--- src/rtl/xlate_pkg.sv ---
package xlate_pkg;
  typedef enum logic [1:0] {
    ACC_READ  = 2'b00,
    ACC_WRITE = 2'b01,
    ACC_FETCH = 2'b10,
    ACC_RSVD  = 2'b11
  } acc_e;

  typedef enum logic [1:0] {
    RIGHTS_RO = 2'b00,
    RIGHTS_RW = 2'b01,
    RIGHTS_XO = 2'b10,
    RIGHTS_RX = 2'b11
  } rights_e;

  typedef enum logic [1:0] {
    CAUSE_NONE  = 2'b00,
    CAUSE_RANGE = 2'b01,
    CAUSE_INVAL = 2'b10,
    CAUSE_PROT  = 2'b11
  } cause_e;
endpackage

--- src/rtl/xlate_split.sv ---
// Cuts the logical address into page number and offset and bounds the page.
module xlate_split #(
  parameter int LA_W  = 14,
  parameter int OFF_W = 11,
  localparam int PG_W  = LA_W - OFF_W,
  localparam int LIM_W = PG_W + 1
) (
  input  logic [LA_W-1:0]  laddr,
  input  logic [LIM_W-1:0] pg_limit,
  output logic [PG_W-1:0]  page,
  output logic [OFF_W-1:0] offset,
  output logic             out_of_range
);
  assign page   = laddr[LA_W-1:OFF_W];
  assign offset = laddr[OFF_W-1:0];
  // page index must be strictly below the owned page count
  assign out_of_range = ({1'b0, page} >= pg_limit);
endmodule

--- src/rtl/xlate_rights.sv ---
// Decides whether an access kind is permitted by the entry's rights field.
module xlate_rights
  import xlate_pkg::*;
(
  input  logic [1:0] acc,
  input  logic [1:0] rights,
  output logic       allow
);
  acc_e    a;
  rights_e r;
  assign a = acc_e'(acc);
  assign r = rights_e'(rights);

  always_comb begin
    allow = 1'b0;
    unique case (a)
      ACC_READ:  allow = (r == RIGHTS_RO) || (r == RIGHTS_RW) || (r == RIGHTS_RX);
      ACC_WRITE: allow = (r == RIGHTS_RW);
      ACC_FETCH: allow = (r == RIGHTS_XO) || (r == RIGHTS_RX);
      ACC_RSVD:  allow = 1'b0;
      default:   allow = 1'b0;
    endcase
  end
endmodule

--- src/rtl/xlate_fault.sv ---
// Priority encoder for the trap cause: range, then invalid, then protection.
module xlate_fault
  import xlate_pkg::*;
(
  input  logic   out_of_range,
  input  logic   ent_valid,
  input  logic   allow,
  output cause_e cause
);
  always_comb begin
    if (out_of_range)    cause = CAUSE_RANGE;
    else if (!ent_valid) cause = CAUSE_INVAL;
    else if (!allow)     cause = CAUSE_PROT;
    else                 cause = CAUSE_NONE;
  end
endmodule

--- src/rtl/page_xlate.sv ---
// Paged translator: one register stage between request and result.
module page_xlate
  import xlate_pkg::*;
#(
  parameter int LA_W    = 14,
  parameter int OFF_W   = 11,
  parameter int FRAME_W = 8,
  localparam int PG_W  = LA_W - OFF_W,
  localparam int LIM_W = PG_W + 1,
  localparam int PA_W  = FRAME_W + OFF_W
) (
  input  logic               clk,
  input  logic               rst,
  input  logic               req,
  input  logic [LA_W-1:0]    laddr,
  input  logic [1:0]         acc,
  input  logic               ent_valid,
  input  logic [FRAME_W-1:0] ent_frame,
  input  logic [1:0]         ent_rights,
  input  logic [LIM_W-1:0]   pg_limit,
  output logic [PA_W-1:0]    paddr,
  output logic               done,
  output logic               fault,
  output logic [1:0]         cause
);
  logic [PG_W-1:0]  page;
  logic [OFF_W-1:0] offset;
  logic             oor;
  logic             allow;
  cause_e           nxt_cause;
  logic [PA_W-1:0]  nxt_paddr;

  xlate_split #(.LA_W(LA_W), .OFF_W(OFF_W)) u_split (
    .laddr        (laddr),
    .pg_limit     (pg_limit),
    .page         (page),
    .offset       (offset),
    .out_of_range (oor)
  );

  xlate_rights u_rights (
    .acc    (acc),
    .rights (ent_rights),
    .allow  (allow)
  );

  xlate_fault u_fault (
    .out_of_range (oor),
    .ent_valid    (ent_valid),
    .allow        (allow),
    .cause        (nxt_cause)
  );

  // Frame concatenated with offset; forced to zero on any trap.
  assign nxt_paddr = (nxt_cause == CAUSE_NONE) ? {ent_frame, offset} : '0;

  always_ff @(posedge clk) begin
    if (rst) begin
      done  <= 1'b0;
      fault <= 1'b0;
      cause <= 2'b00;
      paddr <= '0;
    end else begin
      done <= req;
      if (req) begin
        cause <= nxt_cause;
        fault <= (nxt_cause != CAUSE_NONE);
        paddr <= nxt_paddr;
      end
    end
  end

  logic unused_page;
  assign unused_page = ^page;
endmodule

--- config.mk ---
export PLATFORM = sky130hd
export DESIGN_NAME = page_xlate
export DESIGN_NICKNAME = d
export VERILOG_FILES = /design/src/rtl/xlate_pkg.sv /design/src/rtl/xlate_split.sv /design/src/rtl/xlate_rights.sv /design/src/rtl/xlate_fault.sv /design/src/rtl/page_xlate.sv
export SDC_FILE = /design/constraint.sdc
export NUM_CORES = 1
export LEC_CHECK = 0
export BUFFER_PORTS_ARGS = -buffer_cell sky130_fd_sc_hd__buf_2
export CELL_PAD_IN_SITES_DETAIL_PLACEMENT = 1
export CELL_PAD_IN_SITES_GLOBAL_PLACEMENT = 2
export CORE_MARGIN = 2
export CORE_UTILIZATION = 23
export DETAILED_ROUTE_END_ITERATION = 16
export GPL_ROUTABILITY_DRIVEN = 1
export GPL_TIMING_DRIVEN = 0
export PLACE_DENSITY_LB_ADDON = 0.1
export SETUP_SLACK_MARGIN = 0.2
export SYNTH_ARGS = -nofsm -noshare
export SYNTH_HDL_FRONTEND = slang
export SYNTH_SLANG_ARGS = --single-unit
--- constraint.sdc ---
create_clock -name clk -period 2 [get_ports clk]
set_input_delay 0.2 -clock clk [delete_from_list [all_inputs] [get_ports clk]]
set_output_delay 0.2 -clock clk [all_outputs]
set_load 0.01 [all_outputs]
Word-level counts from Yosys, hierarchy flattened

Cells that the tools add are included.

Order comparisons: 1
Eq/ne operators: 6
Muxes and demuxes: 5
Reductions and logical operators: 7

Operators with widths:

| operator             | count |
|---|---|
| $mux W19             | 1 |
| $eq A2 B2 Y1 const B | 4 |
| $logic_not A2 Y1     | 3 |
| $mux W2              | 3 |
| $eq A2 B1 Y1 const B | 2 |
| $ge A3 B4 Y1         | 1 |
| $pmux W1 S4          | 1 |
| $logic_or A1 B1 Y1   | 3 |
| $reduce_bool A2 Y1   | 1 |

Bits in registers: 23
Input port bits: 34
Output and inout port bits: 23
Logic and storage cells: 23

Logic depth before layout (Yosys ltp)

Depth in word-level cells: 9
Mapped depth: 7
Gate-level depth less buffers: 6

Cells and area by module

A second synthesis with hierarchy kept.

Cells, all modules: 129
Area total of the unflattened synthesis: 1211.2 um^2

Modules (own cells, without submodules):

| module       | instances | cells an instance | area each (um^2) | sequential area each (um^2) |
|---|---|---|---|---|
| page_xlate   | 1         | 98                | 985.9            | 460.4 |
| xlate_split  | 1         | 24                | 176.4            | 0.0 |
| xlate_rights | 1         | 4                 | 32.5             | 0.0 |
| xlate_fault  | 1         | 3                 | 16.3             | 0.0 |

Worst setup path before layout

No wires, ideal clock.

Kind: input to register
Start: input laddr[11]
End: register paddr[0]
Setup time: 0.060 ns
Data arrival time: 1.788 ns
Data required time: 1.940 ns
Slack: 0.153 ns
Stages: 7
Buffers on the path: 1
Path through: inv_1 -> ha_1 -> nand2b_4 -> a211o_1 -> a2111oi_4 -> buf_6 -> a22o_1

Word-level cells in the longest chain between the ends: 4

Ends and longest elaborated chain:

| element              | RTL line          | text |
|---|---|---|
| from (decl)          | page_xlate.sv:15  | `input logic [LA_W-1:0] laddr,` |
| $ge A3 B4 Y1         | xlate_split.sv:17 | `assign out_of_range = ({1'b0, page} >= pg_limit);` |
| $mux W2              | xlate_fault.sv:11 | `if (out_of_range) cause = CAUSE_RANGE;` |
| $logic_not A2 Y1     | page_xlate.sv:55  | `assign nxt_paddr = (nxt_cause == CAUSE_NONE) ? {ent_frame, offset} : '0;` |
| $mux W19             | page_xlate.sv:55  |  |
| to (signal assigned) | page_xlate.sv:68  | `paddr <= nxt_paddr;` |
| to (decl)            | page_xlate.sv:21  | `output logic [PA_W-1:0] paddr,` |

No other way between the ends.
A chain may end at the register's enable or synchronous reset.

Final worst setup path

Start: input pg_limit[0]
End: register paddr[9]

Word-level cells in the longest chain between the ends: 4

Ends and longest elaborated chain:

| element          | RTL line          | text |
|---|---|---|
| from (decl)      | page_xlate.sv:20  | `input logic [LIM_W-1:0] pg_limit,` |
| $ge A3 B4 Y1     | xlate_split.sv:17 |  |
| $mux W2          | xlate_fault.sv:11 |  |
| $logic_not A2 Y1 | page_xlate.sv:55  |  |
| $mux W19         | page_xlate.sv:55  |  |

No other way between the ends.

==> impl_metrics.env <==
export IMPL_synth_most_common_cell="dfxtp_1"
export IMPL_numCtsBuffers=3
export IMPL_pwr_share_comb_pct=13.5
export IMPL_power_switching_w=0.000216
export IMPL_drtIter0Drc=14
export IMPL_clkPwrFrac_pct=32.7
export IMPL_hp_class="in -> reg"
export IMPL_clkSinkCount=23
export IMPL_grt_first_pass_wirelength_um=3770
export IMPL_cts_resized=0
export IMPL_status="completed"
export IMPL_avgSynthCellArea_um2=12.0
export IMPL_io_buffer_count=56
export IMPL_dieArea_um2=4320
export IMPL_end_kind="flop"
export IMPL_vdd_drop_max_mv=0.191
export IMPL_tns_ns=0
export IMPL_initial_core_util_pct=23.9
export IMPL_dp_hpwl_um=1780
export IMPL_synth_mux_area_share_pct=1.29
export IMPL_start_kind="input port"
export IMPL_syn_nets=110
export IMPL_synth_common_cells="dfxtp_1, a22o_1, a22o_2"
export IMPL_leakage_nw=0.658
export IMPL_synth_edff_count=0
export IMPL_clk_latency_ns=0.26
export IMPL_yosys_top_cells_area="dfxtp_1, a22o_2, a22o_1"
export IMPL_ios=57
export IMPL_synth_area_um2=876
export IMPL_drive_above_1_share_pct=58.5
export IMPL_grt_ovfl_total=0
export IMPL_antenna_cells=0
export IMPL_synth_top_area_cell="dfxtp_1"
export IMPL_clk_pin_slew_worst_paths_ns=0.08
export IMPL_synth_compound_area_share_pct=28.6
export IMPL_arrival_ns=1.71
export IMPL_fin_crit_sh_pct=74.8
export IMPL_cts_root_buf="clkbuf_8"
export IMPL_hold_violations=0
export IMPL_hold_buffers=0
export IMPL_p_int_w=0.000673
export IMPL_r2r_slack_ns=1.31
export IMPL_synthesis_instances=73
export IMPL_grt_use_met3_pct=2.23
export IMPL_finalSetupViolCount=0
export IMPL_post_cts_buffers=2
export IMPL_finalWorstSetupSlack_ns=0.504
export IMPL_first_global_vias=797
export IMPL_powerDensity_nw_per_um2=688
export IMPL_cp_required_ns=2.21
export IMPL_wl_per_cell_um=12.4
export IMPL_ys_warn_count=0
export IMPL_grt_busiest_layer="met2"
export IMPL_final_cell_count_no_fill=183
export IMPL_ant_nets=0
export IMPL_yosys_cell_types_count=20
export IMPL_core_area_um2=3660
export IMPL_slew_headroom_pct=51.2
export IMPL_grt_usage_pct=11.4
export IMPL_die_w_um=65.7
export IMPL_routed_wl_um=2270
export IMPL_h_tree_depth=1
export IMPL_clockBufferDepth=2
export IMPL_vias=811
export IMPL_first_pass_iters=2
export IMPL_die_h_um=65.7
export IMPL_max_clock_freq_ghz=0.668
export IMPL_yosys_area_share_xor_xnor_pct=0
export IMPL_synth_simple_gate_area_share_pct=9.43
export IMPL_critPathKind="in -> reg"
export IMPL_yosys_area_share_adder_pct=4.29
export IMPL_grt_util_met2_pct=20.2
export IMPL_use_met1_pct=13.4
export IMPL_netSwitchingFraction_pct=24.3
export IMPL_drc=0
export IMPL_fin_crit_ns=1.50
export IMPL_timing_hold_ws_ns=0.151
export IMPL_maxCapViolations=0
export IMPL_crit_fanout=7
export IMPL_utilization_pct=35.2
export IMPL_pre_cts_slack_ns=-0.163
export IMPL_power_share_sequential_pct=53.8
export IMPL_placed_cells=177
export IMPL_synth_top_family_by_area="compound AO/OA/AOI/OAI gates"
export IMPL_async_flop_share_pct=0
export IMPL_fillers=440
export IMPL_grt_max_degree=14
export IMPL_antenna_found_initial=0
export IMPL_finClkSkew_ns=0
export IMPL_viasPerCell=4.43
export IMPL_gp_congestion=0.712
export IMPL_cts_tree="built"
export IMPL_max_slew_worst_pin_slew_ns=0.730
export IMPL_synth_top_cell_area_share_pct=52.6
export IMPL_rsz0062_at_grt="no"
export IMPL_synth_main_ff_cell="dfxtp_1"
export IMPL_std_cell_rows=22
export IMPL_slew_violations=0
export IMPL_synth_seq_cells=23
export IMPL_fin_nets=173
export IMPL_seq_area_frac_synth_pct=52.6
export IMPL_area_growth_pct=47.3
==> placed cells by master (no fill, tap or decap) <==
cell type  netlist  layout
clkbuf_1         1       1
nand2_1          1       1
or2b_2           1       1
inv_1            5       4
ha_4             0       1
buf_6            1       1
ha_1             3       2
nor2_1           6       6
a211o_1          1       1
a22o_2           9       9
a2111oi_4        1       1
clkinv_2         0       1
and2_2           1       1
o32ai_1          1       1
dfxtp_1         23      23
clkbuf_8         0       3
nand2b_4         2       2
a311oi_1         2       2
o21ai_0          1       1
buf_4            0       2
buf_2            0      56
a22o_1          10      10
inv_2            0       1
a21oi_1          1       1
nand2b_1         2       2
mux2_1           1       1
==> per-layer routing <==
layer / up-vias / part of all wire [%]
met4: 0 / 1.5
li1: 395 / -
met3: 4 / 7.0
met1: 383 / 40
met5: - / 0
met2: 29 / 52
==> critical path: stages <==
cell,delay (ns)
buf_2,0.11
ha_4,0.22
nand2b_4,0.13
a211o_1,0.31
a2111oi_4,0.37
buf_4,0.22
a22o_2,0.14
==> layout make-up <==
class	count	area (µm²)	area share, %
tap	48	60.1	4.66
clock inverter	1	5.00	0.388
inverter	5	18.8	1.45
multi-input combinational	43	394	30.6
sequential	23	460	35.7
buffer	2	15.0	1.16
clock buffer	3	41.3	3.20
timing repair buffer	58	295	22.9
==> path summary, 6_finish.rpt <==
path / depth (start not counted) / startpoint / to
setup / recovery: 7 / pg_limit[0] / paddr[9]
hold / removal: 2 / laddr[7] / paddr[7]
setup reg to reg: 2 / fault / fault
hold reg to reg: 1 / paddr[15] / paddr[15]
==> stage by stage <==
step           cell area, µm²  power, W
2_1_floorplan             888  0.000548
3_3_place_gp             1230  0.000606
3_5_place_dp             1230  0.000610
4_1_cts                  1290  0.000907
5_1_grt                  1290  0.000946
6_report                 1290  0.000888
==> logic make-up (layout without fill, tap and decap cells) <==
group	after synthesis	after routing
simple gates	13	13
mux	1	1
flops	23	23
buf+inv	7	69
fa+ha+maj	3	3
compound gates	26	26
==> registers in the layout, indices dropped and copies added (netlist names) <==
name,cells
fault,1
cause,2
paddr,19
done,1
==> power by group through the flow <==
stage                     sequential (W)  clock, W  combinational (W)
after global placement          0.000488         0           0.000118
after floorplan                 0.000495         0          0.0000528
after CTS                       0.000478  0.000306           0.000123
after global routing            0.000480  0.000332           0.000134
final                           0.000478  0.000290           0.000120
after detailed placement        0.000488         0           0.000122
Note: power is estimated with default switching activity, not from simulation.
